[src/rtl/mbs_pkg.sv]
package mbs_pkg;

    localparam int DATA_W = 16;
    localparam int LANE_W = 8;
    localparam int LANES  = DATA_W / LANE_W;

    typedef enum logic [2:0] {
        ST_IDLE   = 3'd0,
        ST_CSWAIT = 3'd1,
        ST_DWAIT  = 3'd2,
        ST_REQ    = 3'd3,
        ST_ACK    = 3'd4
    } mbs_state_e;

endpackage

[src/rtl/mbs_lane_decode.sv]
module mbs_lane_decode
    import mbs_pkg::*;
(
    input  logic             a0_i,
    input  logic             bhe_n_i,
    input  logic             rnw_i,
    input  logic             rd16_i,
    output logic [LANES-1:0] be_o,
    output logic             err_o
);

    logic full_read;

    always_comb begin
        full_read = rnw_i && rd16_i;
        be_o[0]   = full_read || !a0_i;
        be_o[1]   = full_read || !bhe_n_i;
        err_o     = a0_i && bhe_n_i;
    end

endmodule

[src/rtl/mbs_err_counter.sv]
module mbs_err_counter #(
    parameter int CNT_W = 8
) (
    input  logic             clk,
    input  logic             rst_n,
    input  logic             inc_i,
    input  logic             clr_i,
    output logic [CNT_W-1:0] cnt_o
);

    localparam logic [CNT_W-1:0] CNT_MAX = '1;

    logic [CNT_W-1:0] cnt_d, cnt_q;

    always_comb begin
        cnt_d = cnt_q;
        if (clr_i) begin
            cnt_d = '0;
        end else if (inc_i && (cnt_q != CNT_MAX)) begin
            cnt_d = cnt_q + 1'b1;
        end
    end

    always_ff @(posedge clk or negedge rst_n) begin
        if (!rst_n) begin
            cnt_q <= '0;
        end else begin
            cnt_q <= cnt_d;
        end
    end

    assign cnt_o = cnt_q;

    AST_CNT_SATURATE: assert property (@(posedge clk) disable iff (!rst_n)
        (cnt_o == CNT_MAX) && !clr_i |=> (cnt_o == CNT_MAX));
    AST_CNT_CLEAR: assert property (@(posedge clk) disable iff (!rst_n)
        clr_i |=> (cnt_o == '0));
    AST_CNT_HOLD: assert property (@(posedge clk) disable iff (!rst_n)
        !clr_i && !inc_i |=> $stable(cnt_o));

endmodule

[src/rtl/mcu_sync_slave.sv]
module mcu_sync_slave
    import mbs_pkg::*;
#(
    parameter int ADDR_W = 8,
    parameter int CNT_W  = 8
) (
    input  logic                clk,
    input  logic                rst_n,
    input  logic                load_done_i,
    input  logic                cfg_wdata_late_i,
    input  logic                cfg_rd16_i,
    input  logic                err_clr_i,
    input  logic                bus_ts_i,
    input  logic                bus_cs_i,
    input  logic [ADDR_W-1:0]   bus_addr_i,
    input  logic                bus_bhe_n_i,
    input  logic                bus_rnw_i,
    input  logic [DATA_W-1:0]   bus_wdata_i,
    output logic [DATA_W-1:0]   bus_rdata_o,
    output logic                bus_rdata_oe_o,
    output logic                bus_ta_o,
    output logic                bus_ta_oe_o,
    output logic                ready_o,
    output logic                reg_req_o,
    output logic                reg_we_o,
    output logic [ADDR_W-2:0]   reg_addr_o,
    output logic [LANES-1:0]    reg_be_o,
    output logic [DATA_W-1:0]   reg_wdata_o,
    input  logic                reg_gnt_i,
    input  logic [DATA_W-1:0]   reg_rdata_i,
    output logic [CNT_W-1:0]    err_cnt_o
);

    localparam int WADDR_W = ADDR_W - 1;

    typedef struct packed {
        mbs_state_e           st;
        logic                 ready;
        logic [WADDR_W-1:0]   waddr;
        logic                 a0;
        logic                 bhe_n;
        logic                 rnw;
        logic [DATA_W-1:0]    wdata;
        logic [DATA_W-1:0]    rdata;
    } slave_regs_t;

    slave_regs_t r_d, r_q;

    // Attribute source: live pins in the strobe cycle, captured copy afterwards
    logic             in_idle;
    logic             dec_a0, dec_bhe_n, dec_rnw;
    logic [LANES-1:0] dec_be;
    logic             dec_err;
    logic             cs_hit;
    logic             err_inc;
    logic [DATA_W-1:0] rd_masked;

    always_comb begin
        in_idle   = (r_q.st == ST_IDLE);
        dec_a0    = in_idle ? bus_addr_i[0] : r_q.a0;
        dec_bhe_n = in_idle ? bus_bhe_n_i   : r_q.bhe_n;
        dec_rnw   = in_idle ? bus_rnw_i     : r_q.rnw;
        cs_hit    = bus_cs_i &&
                    ((in_idle && r_q.ready && bus_ts_i) || (r_q.st == ST_CSWAIT));
        err_inc   = cs_hit && dec_err;
    end

    mbs_lane_decode u_decode (
        .a0_i    (dec_a0),
        .bhe_n_i (dec_bhe_n),
        .rnw_i   (dec_rnw),
        .rd16_i  (cfg_rd16_i),
        .be_o    (dec_be),
        .err_o   (dec_err)
    );

    mbs_err_counter #(.CNT_W(CNT_W)) u_errcnt (
        .clk   (clk),
        .rst_n (rst_n),
        .inc_i (err_inc),
        .clr_i (err_clr_i),
        .cnt_o (err_cnt_o)
    );

    // Per-lane masking of returned read data
    for (genvar g = 0; g < LANES; g++) begin : g_lane
        assign rd_masked[g*LANE_W +: LANE_W] =
            dec_be[g] ? reg_rdata_i[g*LANE_W +: LANE_W] : '0;
    end

    always_comb begin
        r_d       = r_q;
        r_d.ready = r_q.ready | load_done_i;

        unique case (r_q.st)
            ST_IDLE: begin
                if (r_q.ready && bus_ts_i) begin
                    r_d.waddr = bus_addr_i[ADDR_W-1:1];
                    r_d.a0    = bus_addr_i[0];
                    r_d.bhe_n = bus_bhe_n_i;
                    r_d.rnw   = bus_rnw_i;
                    r_d.st    = ST_CSWAIT;
                end
            end
            ST_CSWAIT: begin
                if (!bus_cs_i) begin
                    r_d.st = ST_IDLE;
                end
            end
            ST_DWAIT: begin
                r_d.wdata = bus_wdata_i;
                r_d.st    = ST_REQ;
            end
            ST_REQ: begin
                if (reg_gnt_i) begin
                    r_d.rdata = r_q.rnw ? rd_masked : '0;
                    r_d.st    = ST_ACK;
                end
            end
            ST_ACK: begin
                r_d.rdata = '0;
                r_d.st    = ST_IDLE;
            end
            default: begin
                r_d.st = ST_IDLE;
            end
        endcase

        if (cs_hit) begin
            if (dec_err) begin
                r_d.rdata = '0;
                r_d.st    = ST_ACK;
            end else if (!dec_rnw && !cfg_wdata_late_i) begin
                r_d.wdata = bus_wdata_i;
                r_d.st    = ST_REQ;
            end else if (!dec_rnw) begin
                r_d.st = ST_DWAIT;
            end else begin
                r_d.st = ST_REQ;
            end
        end
    end

    always_ff @(posedge clk or negedge rst_n) begin
        if (!rst_n) begin
            r_q <= '{st: ST_IDLE, default: '0};
        end else begin
            r_q <= r_d;
        end
    end

    always_comb begin
        ready_o        = r_q.ready;
        bus_ta_oe_o    = r_q.ready;
        bus_ta_o       = (r_q.st == ST_ACK);
        bus_rdata_oe_o = r_q.ready && (r_q.st == ST_ACK) && r_q.rnw;
        bus_rdata_o    = r_q.rdata;
        reg_req_o      = (r_q.st == ST_REQ);
        reg_we_o       = reg_req_o && !r_q.rnw;
        reg_addr_o     = r_q.waddr;
        reg_be_o       = reg_req_o ? dec_be : '0;
        reg_wdata_o    = r_q.wdata;
    end

    AST_TA_SINGLE: assert property (@(posedge clk) disable iff (!rst_n)
        bus_ta_o |=> !bus_ta_o);
    AST_READY_STICKY: assert property (@(posedge clk) disable iff (!rst_n)
        ready_o |=> ready_o);
    AST_NO_REQ_UNREADY: assert property (@(posedge clk) disable iff (!rst_n)
        !ready_o |-> !reg_req_o && !bus_ta_o);
    AST_REQ_HELD: assert property (@(posedge clk) disable iff (!rst_n)
        reg_req_o && !reg_gnt_i |=> reg_req_o && $stable(reg_addr_o) && $stable(reg_wdata_o));
    AST_REQ_HAS_LANE: assert property (@(posedge clk) disable iff (!rst_n)
        reg_req_o |-> (reg_be_o != '0));
    AST_ERR_NO_REQ: assert property (@(posedge clk) disable iff (!rst_n)
        err_inc |=> !reg_req_o && bus_ta_o);
    AST_RDATA_QUIET: assert property (@(posedge clk) disable iff (!rst_n)
        !bus_ta_o |-> (bus_rdata_o == '0));

endmodule

[config.mk]
export PLATFORM = sky130hd
export DESIGN_NAME = mcu_sync_slave
export DESIGN_NICKNAME = d
export VERILOG_FILES = /design/src/rtl/mbs_pkg.sv /design/src/rtl/mbs_lane_decode.sv /design/src/rtl/mbs_err_counter.sv /design/src/rtl/mcu_sync_slave.sv
export SDC_FILE = /design/constraint.sdc
export NUM_CORES = 1
export LEC_CHECK = 0
export ABC_CLOCK_PERIOD_IN_PS = 3800
export BUFFER_PORTS_ARGS = -buffer_cell sky130_fd_sc_hd__buf_2
export CELL_PAD_IN_SITES_DETAIL_PLACEMENT = 0
export CELL_PAD_IN_SITES_GLOBAL_PLACEMENT = 1
export CORE_MARGIN = 5
export CORE_UTILIZATION = 40
export DETAILED_ROUTE_END_ITERATION = 7
export GPL_TIMING_DRIVEN = 0
export HOLD_SLACK_MARGIN = 0.08
export MAX_ROUTING_LAYER = met4
export PLACE_DENSITY = 0.86
export RECOVER_POWER = 50
export SETUP_SLACK_MARGIN = 0.3
export SLEW_MARGIN = 20
export SYNTH_ARGS = -nofsm -noshare
export SYNTH_HDL_FRONTEND = slang
export SYNTH_SLANG_ARGS = --single-unit
[constraint.sdc]
create_clock -name clk -period 3.8 [get_ports clk]
set_clock_uncertainty 0.1 [all_clocks]
set_input_delay 0.38 -clock clk [delete_from_list [all_inputs] [get_ports clk]]
set_output_delay 0.38 -clock clk [all_outputs]
set_load 0.005 [all_outputs]
After elaboration in Yosys (flattened, before gate mapping)

Cells that the tools add are included.

Flip-flop bits (word level): 54
Word-level logic and storage cells: 67

Eq/ne operators: 8
Add/sub/neg operators: 1
Muxes and demuxes: 24
Bitwise logic cells: 1
Reduce and logical (&&, ||, !) cells: 24

Operators with widths:

| kind                | count |
|---|---|
| $mux 16             | 6 |
| $mux 32             | 1 |
| $mux 8              | 4 |
| $pmux 16 s2         | 1 |
| $mux 3              | 5 |
| $logic_and 1x1->1   | 12 |
| $pmux 3 s4          | 1 |
| $add 8x1->8 const B | 1 |
| $ne 8x8->1 const B  | 1 |
| $eq 3x2->1 const B  | 2 |
| $ne 3x1->1 const B  | 2 |
| $logic_not 1->1     | 5 |
| $mux 1              | 5 |
| $eq 3x1->1 const B  | 1 |
| $eq 3x3->1 const B  | 1 |
| $logic_not 3->1     | 1 |
| $logic_or 1x1->1    | 3 |
| $ne 3x3->1 const B  | 1 |
| $reduce_and 3->1    | 1 |
| $mux 2              | 1 |
| $reduce_and 2->1    | 1 |
| $reduce_bool 2->1   | 1 |
| $or 1x1->1          | 1 |

Logic depth before layout (Yosys ltp)

Depth in word-level cells: 10
Gate-level depth with buffers: 7
Gate-level depth less buffers: 5

Cells and area by module

A second synthesis with hierarchy kept.

Cell total of the unflattened synthesis: 238
Area total of the unflattened synthesis: 2785.2 µm²

By module, submodules not included:

| module          | area an instance (µm²) | cells each | sequential area each (µm²) | times used |
|---|---|---|---|---|
| mcu_sync_slave  | 2293.4                 | 186        | 1151.1                     | 1 |
| mbs_err_counter | 464.2                  | 49         | 200.2                      | 1 |
| mbs_lane_decode | 27.5                   | 3          | 0.0                        | 1 |

Least setup slack after synthesis

No wires, ideal clock.

Path kind: register to register
From: register r_q[45] in the netlist's numbering
To: register u_errcnt.cnt_q[6], in the netlist u_errcnt.cnt_o[6]
Setup slack: 1.734 ns
Stages on the path, launching flop included: 7
Period minus slack after synthesis: 2.066 ns
Path buffers: 2
Library setup time: 0.125 ns
Required time: 3.575 ns
Data arrival time: 1.842 ns
Cell sequence: dfrtp_1 buf_6 or3b_4 a211o_1 buf_6 nor3_1 mux2_2

Cells in the longest elaborated chain, start to end: 8
Elaborated cells between the ends (all ways): 12
Those cells by class: 1 x eq/ne; 2 x mux; 9 x reduce/logical

RTL lines:

| what                            | RTL line              | source |
|---|---|---|
| start: declaration              | mcu_sync_slave.sv:47  | `slave_regs_t r_d, r_q;` |
| start signal: assignment        | mcu_sync_slave.sv:148 | `r_q <= r_d;` |
| $logic_not 3->1                 | mcu_sync_slave.sv:59  | `in_idle = (r_q.st == ST_IDLE);` |
| $logic_and 1x1->1 (2 in series) | mcu_sync_slave.sv:64  | `((in_idle && r_q.ready && bus_ts_i) \|\| (r_q.st == ST_CSWAIT));` |
| $logic_or 1x1->1                | mcu_sync_slave.sv:64  |  |
| $logic_and 1x1->1               | mcu_sync_slave.sv:63  | `cs_hit = bus_cs_i &&` |
| $logic_and 1x1->1 *             | mcu_sync_slave.sv:65  | `err_inc = cs_hit && dec_err;` |
| $logic_and 1x1->1 *             | mbs_err_counter.sv:19 | `end else if (inc_i && (cnt_q != CNT_MAX)) begin` |
| $reduce_bool 2->1 (no line) *   | -                     |  |
| end signal: assignment          | mbs_err_counter.sv:28 | `cnt_q <= cnt_d;` |
| end: declaration                | mbs_err_counter.sv:13 | `logic [CNT_W-1:0] cnt_d, cnt_q;` |

Every way passes the cells marked *; elsewhere a longest branch is shown, timed or not.
A chain may end at the register's enable or synchronous reset.

Worst setup path in the final report

From: register r_q[45] in the netlist's numbering
To: output reg_be_o[0]

Cells in the longest elaborated chain, start to end: 5
Elaborated cells between the ends (all ways): 8
Those cells by class: 1 x eq/ne; 3 x mux; 4 x reduce/logical

RTL lines:

| what                                                 | RTL line                                     | source |
|---|---|---|
| $logic_not 3->1                                      | mcu_sync_slave.sv:59                         |  |
| $mux 1, on equally long branches                     | mcu_sync_slave.sv:62, mcu_sync_slave.sv:60   |  |
| $logic_and 1x1->1 or $logic_not 1->1 (tied branches) | mbs_lane_decode.sv:15, mbs_lane_decode.sv:16 |  |
| $logic_or 1x1->1                                     | mbs_lane_decode.sv:16                        | `be_o[0] = full_read \|\| !a0_i;` |
| $mux 2 *                                             | mcu_sync_slave.sv:161                        | `reg_be_o = reg_req_o ? dec_be : '0;` |
| end: declaration                                     | mcu_sync_slave.sv:27                         | `output logic [LANES-1:0] reg_be_o,` |

Marks and branches as above.

==> flow_summary.yaml <==
logic_synthesis:
  ys_async_sr_fraction: 1.00
  synth_area_leaders: "dfrtp_1, buf_4, mux2_2"
  synth-edff-count: 0
  syn_avg_cell_area_um2: 10.9
  synth-main-ff-cell: "dfrtp_1"
  synth_largest_area_cell: "dfrtp_1"
  synth-seq-area-share: 0.468
  ys_types: 47
  syn-num-nets: 317
  ys_ff_latch: 54
  synth_area_mm2: 0.00289
  ys_warn_count: 0
  yosys.area.top_type_share: 0.468
  syn_inst: 265
placement:
  gp_congestion: 0.813
  placed_area_mm2: 0.00354
  port_buffers: 105
  dp_hpwl_mm: 4.87
routing:
  post_drt_wl_per_cell_um: 13.5
  drc: 0
  routed-via-count: 2277
  ant_nets: 0
  firstDrtPassIters: 4
  drt_first_iter_violations: 63
  wl_mm: 6.47
  via_per_inst: 4.76
critical_path:
  critPathMaxFanout: 5
  slowest_stage: "dfrtp_1"
  r2r-start: "r_q[45]"
  endpoint_kind: "output port"
  arrival_ns: 1.97
  startpoint_type: "flop"
  r2r_cells: 5
  rr_endpoint: "reg_wdata_o[10]"
  crit_chain: "nor3_2 > mux2i_1 > nand2b_1 > a21oi_1 > buf_2"
  cp_top_family: "simple AND/OR/NAND/NOR gates"
  critPathMaxStageDelay_ns: 0.45
  required_ns: 3.32
  path_buf_inv: 1
  critical_path_class: "reg2out"
  r2r_setup_slack_ns: 1.56
final_layout:
  layout_commonest_cell: "buf_2"
  drive_gt1_frac: 0.485
  nets: 430
  multiInputGateArea_mm2: 0.00114
  seq_area_mm2: 0.00135
  syn2layout_area_growth_pct: 26.2
  layout_common_cells: "buf_2, dfrtp_1, buf_4, nand2_1, nand3_1"
  n_antenna_cell: 0
  fillerInstances: 716
  design_area_mm2: 0.00365
global_routing:
  grt_busiest_layer: "met2"
  grt_max_degree: 55
  gr-usage-met3: 0.0382
  met1_usage: 0.192
  grt_pass1_vias: 2176
  overflow: 0
  antenna_found_initial: 0
  track_usage: 0.146
  grtUsageMet2: 0.221
  grt_pass1_wl_mm: 10.1
timing:
  finalSetupViolCount: 0
  setup_tns_ns: 0
  period_needed_ns: 2.45
  relSlewSlack: 0.0904
  min_period_over_period: 0.645
  hold_violations: 0
  rsz0062_at_grt: "false"
  max_freq_mhz: 408
  final_max_slew_viol_count: 0
  worstMarginPinSlew_ns: 1.36
cts:
  cts_resized: 0
  cts_hold_buffers: 1
  clk_pin_slew_worst_paths_ns: 0.09
  post_cts_buffers: 0
  cts_root_buf: "clkbuf_8"
  clk_latency_ns: 0.30
  clk_path_buf_depth: 2
  cts_tree: "built"
  numCtsBuffers: 5
  clock_sinks: 54
  htreeDepth: 2
die:
  die_area_mm2: 0.00902
  die_x_um: 95.0
  num_rows: 31
  io_pins: 106
  start_util: 0.405
  design.core.area_mm2: 0.00714
  chipHeight_um: 95.0
min_path:
  holdPathStages: 2
  hp-class: "in2reg"
  holdPathEnd: "bus_ta_oe_o"
  worstHoldStart: "load_done_i"
pwr:
  power.density_mw_per_mm2: 754
  p_leak_nw: 1.83
  clock_power_share: 0.139
  cell_internal_pwr_mw: 1.83
  netSwitchingPower_mw: 0.916
  combPwrFrac: 0.502
  pwr-share-seq: 0.359
  vdd_drop_max_mv: 0.360
  p_sw_frac: 0.333
outcome:
  status: "completed"
run:
  cap_violations: 0
-- power groups by stage --
stage                     logic, mW  registers (mW)  clock network, mW
after floorplan                1.02           0.949                  0
after global placement         1.40           0.984                  0
after detailed placement       1.41           0.996                  0
after CTS                      1.42           0.986              0.401
after global routing           1.52            1.01              0.420
final                          1.38           0.985              0.382
-- worst max path at each step --
stage / from / to / slack (ns) / cells past startpoint
CTS: r_q[45] / reg_be_o[1] / 1.34 / 5
floorplan: r_q[45] / u_errcnt.cnt_o[6] / 1.73 / 6
global route: r_q[45] / reg_be_o[1] / 1.28 / 5
global placement: r_q[45] / reg_wdata_o[8] / 1.56 / 5
finish: r_q[45] / reg_be_o[0] / 1.35 / 5
detailed placement: r_q[45] / reg_wdata_o[10] / 1.56 / 5
-- worst reg2reg max path, cell delays in order, from the launching register on --
cell,delay (ns)
dfrtp_1,0.45
nor3_2,0.36
mux2i_1,0.45
a41oi_4,0.25
buf_6,0.23
mux2_4,0.31
-- cell families (layout without fill, tap and decap cells) --
| family | count (synthesis) | in the layout | synth area share |
|---|---|---|---|
| flip-flops | 54 | 54 | 0.468 |
| buffers and inverters | 58 | 172 | 0.139 |
| AO/OA/AOI/OAI | 49 | 49 | 0.130 |
| adder cells (fa/ha/maj) | 1 | 1 | 0.00433 |
| AND/OR/NAND/NOR | 76 | 76 | 0.141 |
| multiplexers | 27 | 27 | 0.118 |
-- area by class of cell --
class / count / area share
inverters: 5 / 0.00515
plain buffers: 53 / 0.105
clock inverters: 1 / 0.00823
repair buffers: 106 / 0.145
flip-flops and latches: 54 / 0.370
clock buffers: 7 / 0.0209
multi-input cells: 153 / 0.311
well taps: 99 / 0.0340
-- state kept, by name, summed over array words and instances, names as in the netlist --
| signal | flops |
|---|---|
| r_q | 6 |
| u_errcnt.cnt_o | 8 |
| bus_rdata_o | 16 |
| reg_wdata_o | 16 |
| reg_addr_o | 7 |
| bus_ta_oe_o | 1 |
-- routing by layer --
layer / vias to the layer above / wire length [um] / part of all wire
met1: 1065 / 2870 / 0.44
met2: 75 / 2990 / 0.46
met3: 9 / 514 / 0.079
met5: - / 0 / 0
met4: 0 / 93 / 0.014
li1: 1128 / - / -
-- synthesized netlist by cell type (3+ instances only) --
master / instances
a21boi_0: 10
a21boi_1: 6
buf_2: 3
a21oi_1: 10
inv_1: 5
or4_1: 3
nand3_1: 18
buf_4: 40
mux2_4: 10
nor2_1: 7
nand2b_1: 4
o31ai_1: 4
clkbuf_1: 6
o21ai_0: 3
nand2_1: 22
nand4_1: 3
mux2_2: 16
dfrtp_1: 54
buf_6: 4
-- metrics by stage --
stage          power, mW  setup slack [ns]  hold slack [ns]  utilization  std cells
2_1_floorplan       1.97              1.73          -0.0156            -        265
6_report            2.75              1.35            0.161        0.511        478
5_1_grt             2.95              1.28            0.142        0.511        478
3_5_place_dp        2.41              1.56            0.380        0.496        469
4_1_cts             2.80              1.34            0.147        0.512        478
3_3_place_gp        2.38              1.56            0.389        0.496        469
Power figures use the tool's default switching activity.
